File: src/rtl/vcb_pkg.sv
package vcb_pkg;

  typedef enum logic {
    BANK_EVEN = 1'b0,
    BANK_ODD  = 1'b1
  } bank_e;

  // Busy port wins; with both idle, an odd last-allocated slot picks even.
  function automatic bank_e pick_bank(input logic busy_even,
                                      input logic busy_odd,
                                      input logic tail_lsb);
    bank_e b;
    if (busy_even)      b = BANK_ODD;
    else if (busy_odd)  b = BANK_EVEN;
    else if (tail_lsb)  b = BANK_EVEN;
    else                b = BANK_ODD;
    return b;
  endfunction

endpackage

File: src/rtl/vcb_in_stage.sv
module vcb_in_stage #(
  parameter int VCW = 2,
  parameter int FW  = 128,
  parameter int SW  = 3
) (
  input  logic                     clk,
  input  logic                     rst_n,
  input  logic                     in_valid,
  input  logic [VCW-1:0]           in_vc,
  input  logic [FW-1:0]            in_flit,
  output logic                     r_valid,
  output logic [VCW-1:0]           r_vc,
  output logic [FW-1:0]            r_flit,
  input  logic                     take,
  input  logic                     ld_bank,
  input  logic [SW-1:0]            ld_slot,
  output logic                     sel,
  output logic [1:0]               path_valid,
  output logic [1:0][VCW-1:0]      path_vc,
  output logic [1:0]               path_bank,
  output logic [1:0][SW-1:0]       path_slot,
  output logic [1:0][FW-1:0]       path_flit
);

  logic r_valid_d;
  logic sel_d;

  always_comb begin
    r_valid_d = in_valid;
    sel_d     = ~sel;
  end

  always_ff @(posedge clk or negedge rst_n) begin
    if (!rst_n) begin
      r_valid <= 1'b0;
      sel     <= 1'b0;
    end else begin
      r_valid <= r_valid_d;
      sel     <= sel_d;
    end
  end

  always_ff @(posedge clk) begin
    if (in_valid) begin
      r_vc   <= in_vc;
      r_flit <= in_flit;
    end
  end

  // Each path reloads on alternate edges and holds its flit for two cycles.
  for (genvar k = 0; k < 2; k++) begin : g_path
    logic ld_en;
    logic vld_d;

    always_comb begin
      ld_en = (sel == k[0]);
      vld_d = ld_en ? take : path_valid[k];
    end

    always_ff @(posedge clk or negedge rst_n) begin
      if (!rst_n) path_valid[k] <= 1'b0;
      else        path_valid[k] <= vld_d;
    end

    always_ff @(posedge clk) begin
      if (ld_en && take) begin
        path_vc[k]   <= r_vc;
        path_bank[k] <= ld_bank;
        path_slot[k] <= ld_slot;
        path_flit[k] <= r_flit;
      end
    end
  end

endmodule

File: src/rtl/vcb_vc_store.sv
module vcb_vc_store
  import vcb_pkg::*;
#(
  parameter int FW    = 128,
  parameter int DEPTH = 8,
  localparam int SW   = $clog2(DEPTH),
  localparam int HALF = DEPTH / 2
) (
  input  logic           clk,
  input  logic           rst_n,
  input  logic           alloc,
  input  logic           busy_even,
  input  logic           busy_odd,
  output logic           sel_bank,
  output logic [SW-1:0]  next_slot,
  output logic           empty,
  output logic           full,
  input  logic           wr_en,
  input  logic           wr_bank,
  input  logic [SW-1:0]  wr_slot,
  input  logic [FW-1:0]  wr_flit,
  input  logic           rd_en,
  output logic           rd_valid,
  output logic [FW-1:0]  rd_flit
);

  logic [SW:0]   head_q, head_d;
  logic [SW:0]   tail_q, tail_d;   // most recently allocated slot
  logic [SW:0]   nxt;
  logic [SW:0]   fill;
  logic [1:0][HALF-1:0] rdy_q, rdy_d;
  logic [1:0][FW-1:0]   bank_rd;
  logic          rd_fire;

  always_comb begin
    nxt       = tail_q + 1'b1;
    fill      = nxt - head_q;
    empty     = (fill == '0);
    full      = (fill == (SW+1)'(DEPTH));
    next_slot = nxt[SW-1:0];
    sel_bank  = pick_bank(busy_even, busy_odd, tail_q[0]);
  end

  always_comb begin
    rd_valid = !empty && rdy_q[head_q[0]][head_q[SW-1:1]];
    rd_flit  = bank_rd[head_q[0]];
    rd_fire  = rd_en && rd_valid;
    head_d   = rd_fire ? head_q + 1'b1 : head_q;
    tail_d   = alloc   ? nxt          : tail_q;
    rdy_d    = rdy_q;
    if (rd_fire) rdy_d[head_q[0]][head_q[SW-1:1]] = 1'b0;
    if (wr_en)   rdy_d[wr_bank][wr_slot[SW-1:1]]  = 1'b1;
  end

  always_ff @(posedge clk or negedge rst_n) begin
    if (!rst_n) begin
      head_q <= '0;
      tail_q <= '1;
      rdy_q  <= '0;
    end else begin
      head_q <= head_d;
      tail_q <= tail_d;
      rdy_q  <= rdy_d;
    end
  end

  for (genvar b = 0; b < 2; b++) begin : g_bank
    logic [FW-1:0] mem [HALF];
    logic          we;

    always_comb we = wr_en && (wr_bank == b[0]);

    always_ff @(posedge clk) begin
      if (we) mem[wr_slot[SW-1:1]] <= wr_flit;
    end

    assign bank_rd[b] = mem[head_q[SW-1:1]];
  end

endmodule

File: src/rtl/vcbuf_dual_bank.sv
module vcbuf_dual_bank #(
  parameter int NUM_VC = 4,
  parameter int FLIT_W = 128,
  parameter int DEPTH  = 8,
  localparam int VCW   = (NUM_VC > 1) ? $clog2(NUM_VC) : 1,
  localparam int SW    = $clog2(DEPTH)
) (
  input  logic                     clk,
  input  logic                     rst_n,
  input  logic                     in_valid,
  input  logic [VCW-1:0]           in_vc,
  input  logic [FLIT_W-1:0]        in_flit,
  input  logic                     byp_grant,
  output logic                     byp_valid,
  output logic [VCW-1:0]           byp_vc,
  output logic [FLIT_W-1:0]        byp_flit,
  input  logic [NUM_VC-1:0]        rd_en,
  output logic [NUM_VC-1:0]        rd_valid,
  output logic [NUM_VC*FLIT_W-1:0] rd_flit,
  output logic                     err_full
);

  logic                  r_valid;
  logic [VCW-1:0]        r_vc;
  logic [FLIT_W-1:0]     r_flit;
  logic                  take;
  logic                  ld_bank;
  logic [SW-1:0]         ld_slot;
  logic                  sel;
  logic [1:0]            path_valid;
  logic [1:0][VCW-1:0]   path_vc;
  logic [1:0]            path_bank;
  logic [1:0][SW-1:0]    path_slot;
  logic [1:0][FLIT_W-1:0] path_flit;

  logic [NUM_VC-1:0]     vc_empty, vc_full, vc_sel_bank, vc_alloc, vc_wr;
  logic [NUM_VC-1:0]     vc_busy_e, vc_busy_o;
  logic [NUM_VC-1:0][SW-1:0] vc_next;
  logic [1:0][NUM_VC-1:0] path_dec;
  logic                  granted;
  logic                  err_d;
  logic                  wr_bank_c;
  logic [SW-1:0]         wr_slot_c;
  logic [FLIT_W-1:0]     wr_flit_c;

  vcb_in_stage #(.VCW(VCW), .FW(FLIT_W), .SW(SW)) u_in (
    .clk(clk), .rst_n(rst_n),
    .in_valid(in_valid), .in_vc(in_vc), .in_flit(in_flit),
    .r_valid(r_valid), .r_vc(r_vc), .r_flit(r_flit),
    .take(take), .ld_bank(ld_bank), .ld_slot(ld_slot),
    .sel(sel), .path_valid(path_valid), .path_vc(path_vc),
    .path_bank(path_bank), .path_slot(path_slot), .path_flit(path_flit)
  );

  // One channel decoder per write path.
  for (genvar k = 0; k < 2; k++) begin : g_dec
    for (genvar v = 0; v < NUM_VC; v++) begin : g_v
      assign path_dec[k][v] = path_valid[k] && (path_vc[k] == VCW'(v));
    end
  end

  always_comb begin
    byp_valid = r_valid && vc_empty[r_vc];
    byp_vc    = r_vc;
    byp_flit  = r_flit;
    granted   = byp_valid && byp_grant;
    take      = r_valid && !granted && !vc_full[r_vc];
    err_d     = r_valid && !granted && vc_full[r_vc];
    ld_bank   = vc_sel_bank[r_vc];
    ld_slot   = vc_next[r_vc];
    wr_bank_c = path_bank[sel];
    wr_slot_c = path_slot[sel];
    wr_flit_c = path_flit[sel];
  end

  always_ff @(posedge clk or negedge rst_n) begin
    if (!rst_n) err_full <= 1'b0;
    else        err_full <= err_d;
  end

  for (genvar v = 0; v < NUM_VC; v++) begin : g_vc
    // The path not loading this edge is mid-write; the loading one commits now.
    always_comb begin
      vc_alloc[v]  = take && (r_vc == VCW'(v));
      vc_wr[v]     = path_dec[sel][v];
      vc_busy_e[v] = path_dec[~sel][v] && (path_bank[~sel] == 1'b0);
      vc_busy_o[v] = path_dec[~sel][v] && (path_bank[~sel] == 1'b1);
    end

    vcb_vc_store #(.FW(FLIT_W), .DEPTH(DEPTH)) u_store (
      .clk(clk), .rst_n(rst_n),
      .alloc(vc_alloc[v]),
      .busy_even(vc_busy_e[v]), .busy_odd(vc_busy_o[v]),
      .sel_bank(vc_sel_bank[v]), .next_slot(vc_next[v]),
      .empty(vc_empty[v]), .full(vc_full[v]),
      .wr_en(vc_wr[v]), .wr_bank(wr_bank_c), .wr_slot(wr_slot_c),
      .wr_flit(wr_flit_c),
      .rd_en(rd_en[v]), .rd_valid(rd_valid[v]),
      .rd_flit(rd_flit[v*FLIT_W +: FLIT_W])
    );
  end

endmodule

File: config.mk
export PLATFORM = sky130hd
export DESIGN_NAME = vcbuf_dual_bank
export DESIGN_NICKNAME = d
export VERILOG_FILES = /design/src/rtl/vcb_pkg.sv /design/src/rtl/vcb_in_stage.sv /design/src/rtl/vcb_vc_store.sv /design/src/rtl/vcbuf_dual_bank.sv
export SDC_FILE = /design/constraint.sdc
export NUM_CORES = 2
export LEC_CHECK = 0
export BUFFER_PORTS_ARGS = -buffer_cell sky130_fd_sc_hd__buf_2
export CORE_ASPECT_RATIO = 1.1
export CORE_UTILIZATION = 49
export CTS_BUF_LIST = sky130_fd_sc_hd__clkbuf_8
export CTS_CLUSTER_DIAMETER = 50
export DETAILED_ROUTE_END_ITERATION = 12
export GPL_ROUTABILITY_DRIVEN = 0
export GPL_TIMING_DRIVEN = 1
export PLACE_DENSITY_LB_ADDON = 0.1
export SLEW_MARGIN = 20
export SYNTH_ARGS = -nofsm -noshare
export SYNTH_HDL_FRONTEND = slang
export SYNTH_SLANG_ARGS = --single-unit
export TNS_END_PERCENT = 50
File: constraint.sdc
create_clock -name clk -period 9.7 [get_ports clk]
set_clock_uncertainty 0.2 [all_clocks]
set_input_delay 1.94 -clock clk [delete_from_list [all_inputs] [get_ports clk]]
set_output_delay 1.94 -clock clk [all_outputs]
set_load 0.01 [all_outputs]
==> flow_summary.ini <==
[status]
status = complete, no violations

[sta]
grt_setup_unrepaired = no
setup_violations = 0
timing_hold_violations_final = 0
slew_viol_final = 0
max_slew_margin_pct = 22.83
period_share_pct = 69.94
fin_hold_ws_ns = 0.2518
final.setup.worst_slack_ns = 2.915
fmax_mhz = 147.4
fin_crit_ns = 6.785
fin_tns_setup_ns = 0
worstMarginPinSlew_ns = 1.158

[logic_synthesis]
netlist_area_sq_um = 170700
synth_area_leaders = edfxtp_1 (79%), mux4_2 (14%), mux2_2 (3.4%)
ys_ff_latch = 4561
synth-edff-count = 4492
muxShareOfSynthArea_pct = 17.14
synth_nets = 7347
synth_top_family_by_area = multiplexers
synth-async-reset-ratio_pct = 1.513
synth_ff_type = edfxtp_1
yosysTopAreaCell = edfxtp_1
ys_seq_area_share_pct = 80.02
syn-instance-count = 7189
yosysTopAreaCellShare_pct = 79.00
ys.warnings.count = 0
synth-xor-area-share_pct = 0.2103
syn_area_per_cell_sq_um = 23.75
synthAdderAreaFrac_pct = 0.1466
synth_compound_area_share_pct = 0.3715
ys_types = 53
yosys.area_share.simple_pct = 1.285

[power]
cellPowerDensity_nw_per_um2 = 270.3
irDropWorstVdd_mv = 0.2275
p_leak_nw = 63.48

[setup_path]
r2r-end = u_in.path_flit[68]
crit_fanout = 40
cpMostUsedCell = buf_4
rr_startpoint = g_vc[3].u_store.head_q[1]
endpoint_kind = primary output
path_cells = buf_4 > buf_4 > mux4_2 > mux2_2 > buf_2
path_class = reg2out
start_kind = flip-flop
slowest_stage = dfrtp_4
slowest_delay_ns = 0.81
cp_num_buf_inv = 3
cp.arrival_ns = 4.64
path_delay_family = buffers and inverters
worstPathRequired_ns = 7.56
r2r_cells = 11
r2r_slack_ns = 4.54

[clocking]
postCtsHoldBufs = 0
htreeDepth = 6
cts.sinks = 4561
post_cts.repair.setup_buffers = 0
cts.clk_slew.worst_paths_ns = 0.06
clock_path_buffers = 4
cts_tree = built
worst_skew_pair.late_latency_ns = 1.22
ctsResizeCount = 0
numCtsBuffers = 719
root_buffer = clkbuf_8

[floorplanning]
start_util_pct = 49.41
die-area_sq_um = 350800
die_h_um = 621.1
core_area_sq_um = 345500
boundaryPins = 786
num_rows = 226
die_x_um = 564.8

[grt]
antenna_found_initial = 34
overflow = 0
grt_pass1_vias = 84089
grt_max_degree = 120
grt.total_usage_pct = 24.68
grt_pass1_wl_um = 611300

[place]
hpwlAfterDp_um = 240400
place_ws_ns = 4.027
placed_area_sq_um = 181100
port_buffers = 785

[detailed_routing]
wl_um = 433200
final_antenna_net_count = 0
drc = 0
first_pass_iters = 6
dr_total_vias = 80864
viasPerCell = 5.928
wl_per_cell_um = 31.76
initialDrtViolationCount = 7964

[layout]
syn_to_final_growth_pct = 13.51
nets = 8674
fillers = 25822
final_core_util_pct = 56.09
drive_gt1_share_pct = 37.57
finalInstanceArea_sq_um = 193800

[job]
cap_violations = 0

[hold_path]
hold_class = reg2reg
hold_depth = 0
min_from = u_in.r_flit[107]
min_to = u_in.path_flit[235]
sequential cells by signal, indices dropped and copies added (netlist names):
name	cells
err_full	1
g_vc.u_store.g_bank.mem	4096
g_vc.u_store.head_q	16
g_vc.u_store.rdy_q	32
g_vc.u_store.tail_q	16
u_in.path_bank	2
u_in.path_flit	256
u_in.path_slot	4
u_in.path_valid	2
u_in.path_vc	4
u_in.r_flit	128
u_in.r_valid	1
u_in.r_vc	2
u_in.sel	1
Yosys cell counts (4+ instances only):
cell type,n
a21o_1,4
a21oi_1,5
a31oi_1,4
buf_1,112
buf_2,43
buf_4,4
clkbuf_1,177
dfrtp_1,53
dfstp_2,16
edfxtp_1,4492
ha_1,20
inv_1,17
mux2_2,516
mux2i_1,10
mux4_2,1035
nand2_1,438
nand2b_1,5
nand3_1,15
nor2_1,46
nor2b_1,10
nor3_1,11
nor4_1,4
o21ai_0,60
o31ai_1,9
xnor2_1,17
xor2_1,24
routing by layer:
| layer | up-vias | GRT usage (%) | share of wire [%] |
|---|---|---|---|
| met5 | - | 0 | 0.014 |
| met4 | 10 | 6.656 | 2.5 |
| met3 | 605 | 6.009 | 8.4 |
| met2 | 3113 | 39.10 | 48 |
| met1 | 44193 | 34.43 | 41 |
| li1 | 32943 | - | - |
cell families after synthesis:
kind of cell    after synthesis
fa+ha+maj                    20
mux                        1564
xor+xnor                     41
compound gates              103
simple gates                545
buf+inv                     355
flops                      4561
cells in the final DEF, fill, tap and decap left out, types with 60 or more instances in the layout:
cell type / Yosys / final
clkbuf_8: 0 / 734
clkinv_1: 0 / 172
mux4_2: 1035 / 1035
mux2_2: 516 / 516
edfxtp_1: 4492 / 4492
o21ai_0: 60 / 60
nand2_1: 438 / 438
buf_2: 43 / 784
inv_1: 17 / 283
buf_4: 4 / 117
worst max-delay path by stage:
stage | startpoint | end | slack (ns) | cells after the start
floorplan | g_vc[1].u_store.head_q[2] | u_in.path_bank[0] | 0.21 | 13
global placement | g_vc[2].u_store.head_q[1] | rd_flit[358] | 4.06 | 5
detailed placement | g_vc[2].u_store.head_q[1] | rd_flit[358] | 4.03 | 5
CTS | g_vc[2].u_store.head_q[1] | rd_flit[358] | 2.66 | 5
global route | g_vc[2].u_store.head_q[1] | rd_flit[358] | 2.54 | 5
finish | g_vc[2].u_store.head_q[1] | rd_flit[358] | 2.92 | 5
power breakdown:
group	internal, mW	switching [mW]	total (mW)
registers	22.1	0.647	22.7
clock network	7.24	7.39	14.6
logic	6.57	8.46	15.0
total	35.9	16.5	52.4
cell type report:
| type | count | area (sq um) | share of cell area, % |
|---|---|---|---|
| clock buffers | 733 | 10090 | 5.205 |
| inverters | 18 | 72.57 | 0.03744 |
| clock inverters | 542 | 2625 | 1.354 |
| flip-flops and latches | 4561 | 136700 | 70.52 |
| well taps | 4560 | 5705 | 2.944 |
| multi-input cells | 2273 | 32980 | 17.01 |
| repair buffers | 943 | 5637 | 2.908 |
| diodes | 11 | 27.53 | 0.01420 |
through the flow:
stage | power [mW] | std cells
CTS | 53.07 | 13629
global placement | 38.33 | 12353
global route | 54.58 | 13635
detailed placement | 38.40 | 12354
floorplan | 32.32 | 7189
finish | 52.38 | 13641
worst register-to-register path, delay by kind of cell (launching register included):
kind	cells	cell delay, ns
buffers and inverters	3	1.20
AO/OA/AOI/OAI	3	1.03
AND/OR/NAND/NOR	4	1.01
flip-flops	1	0.80
adder cells (fa/ha/maj)	1	0.36
Power figures use the tool's default switching activity.
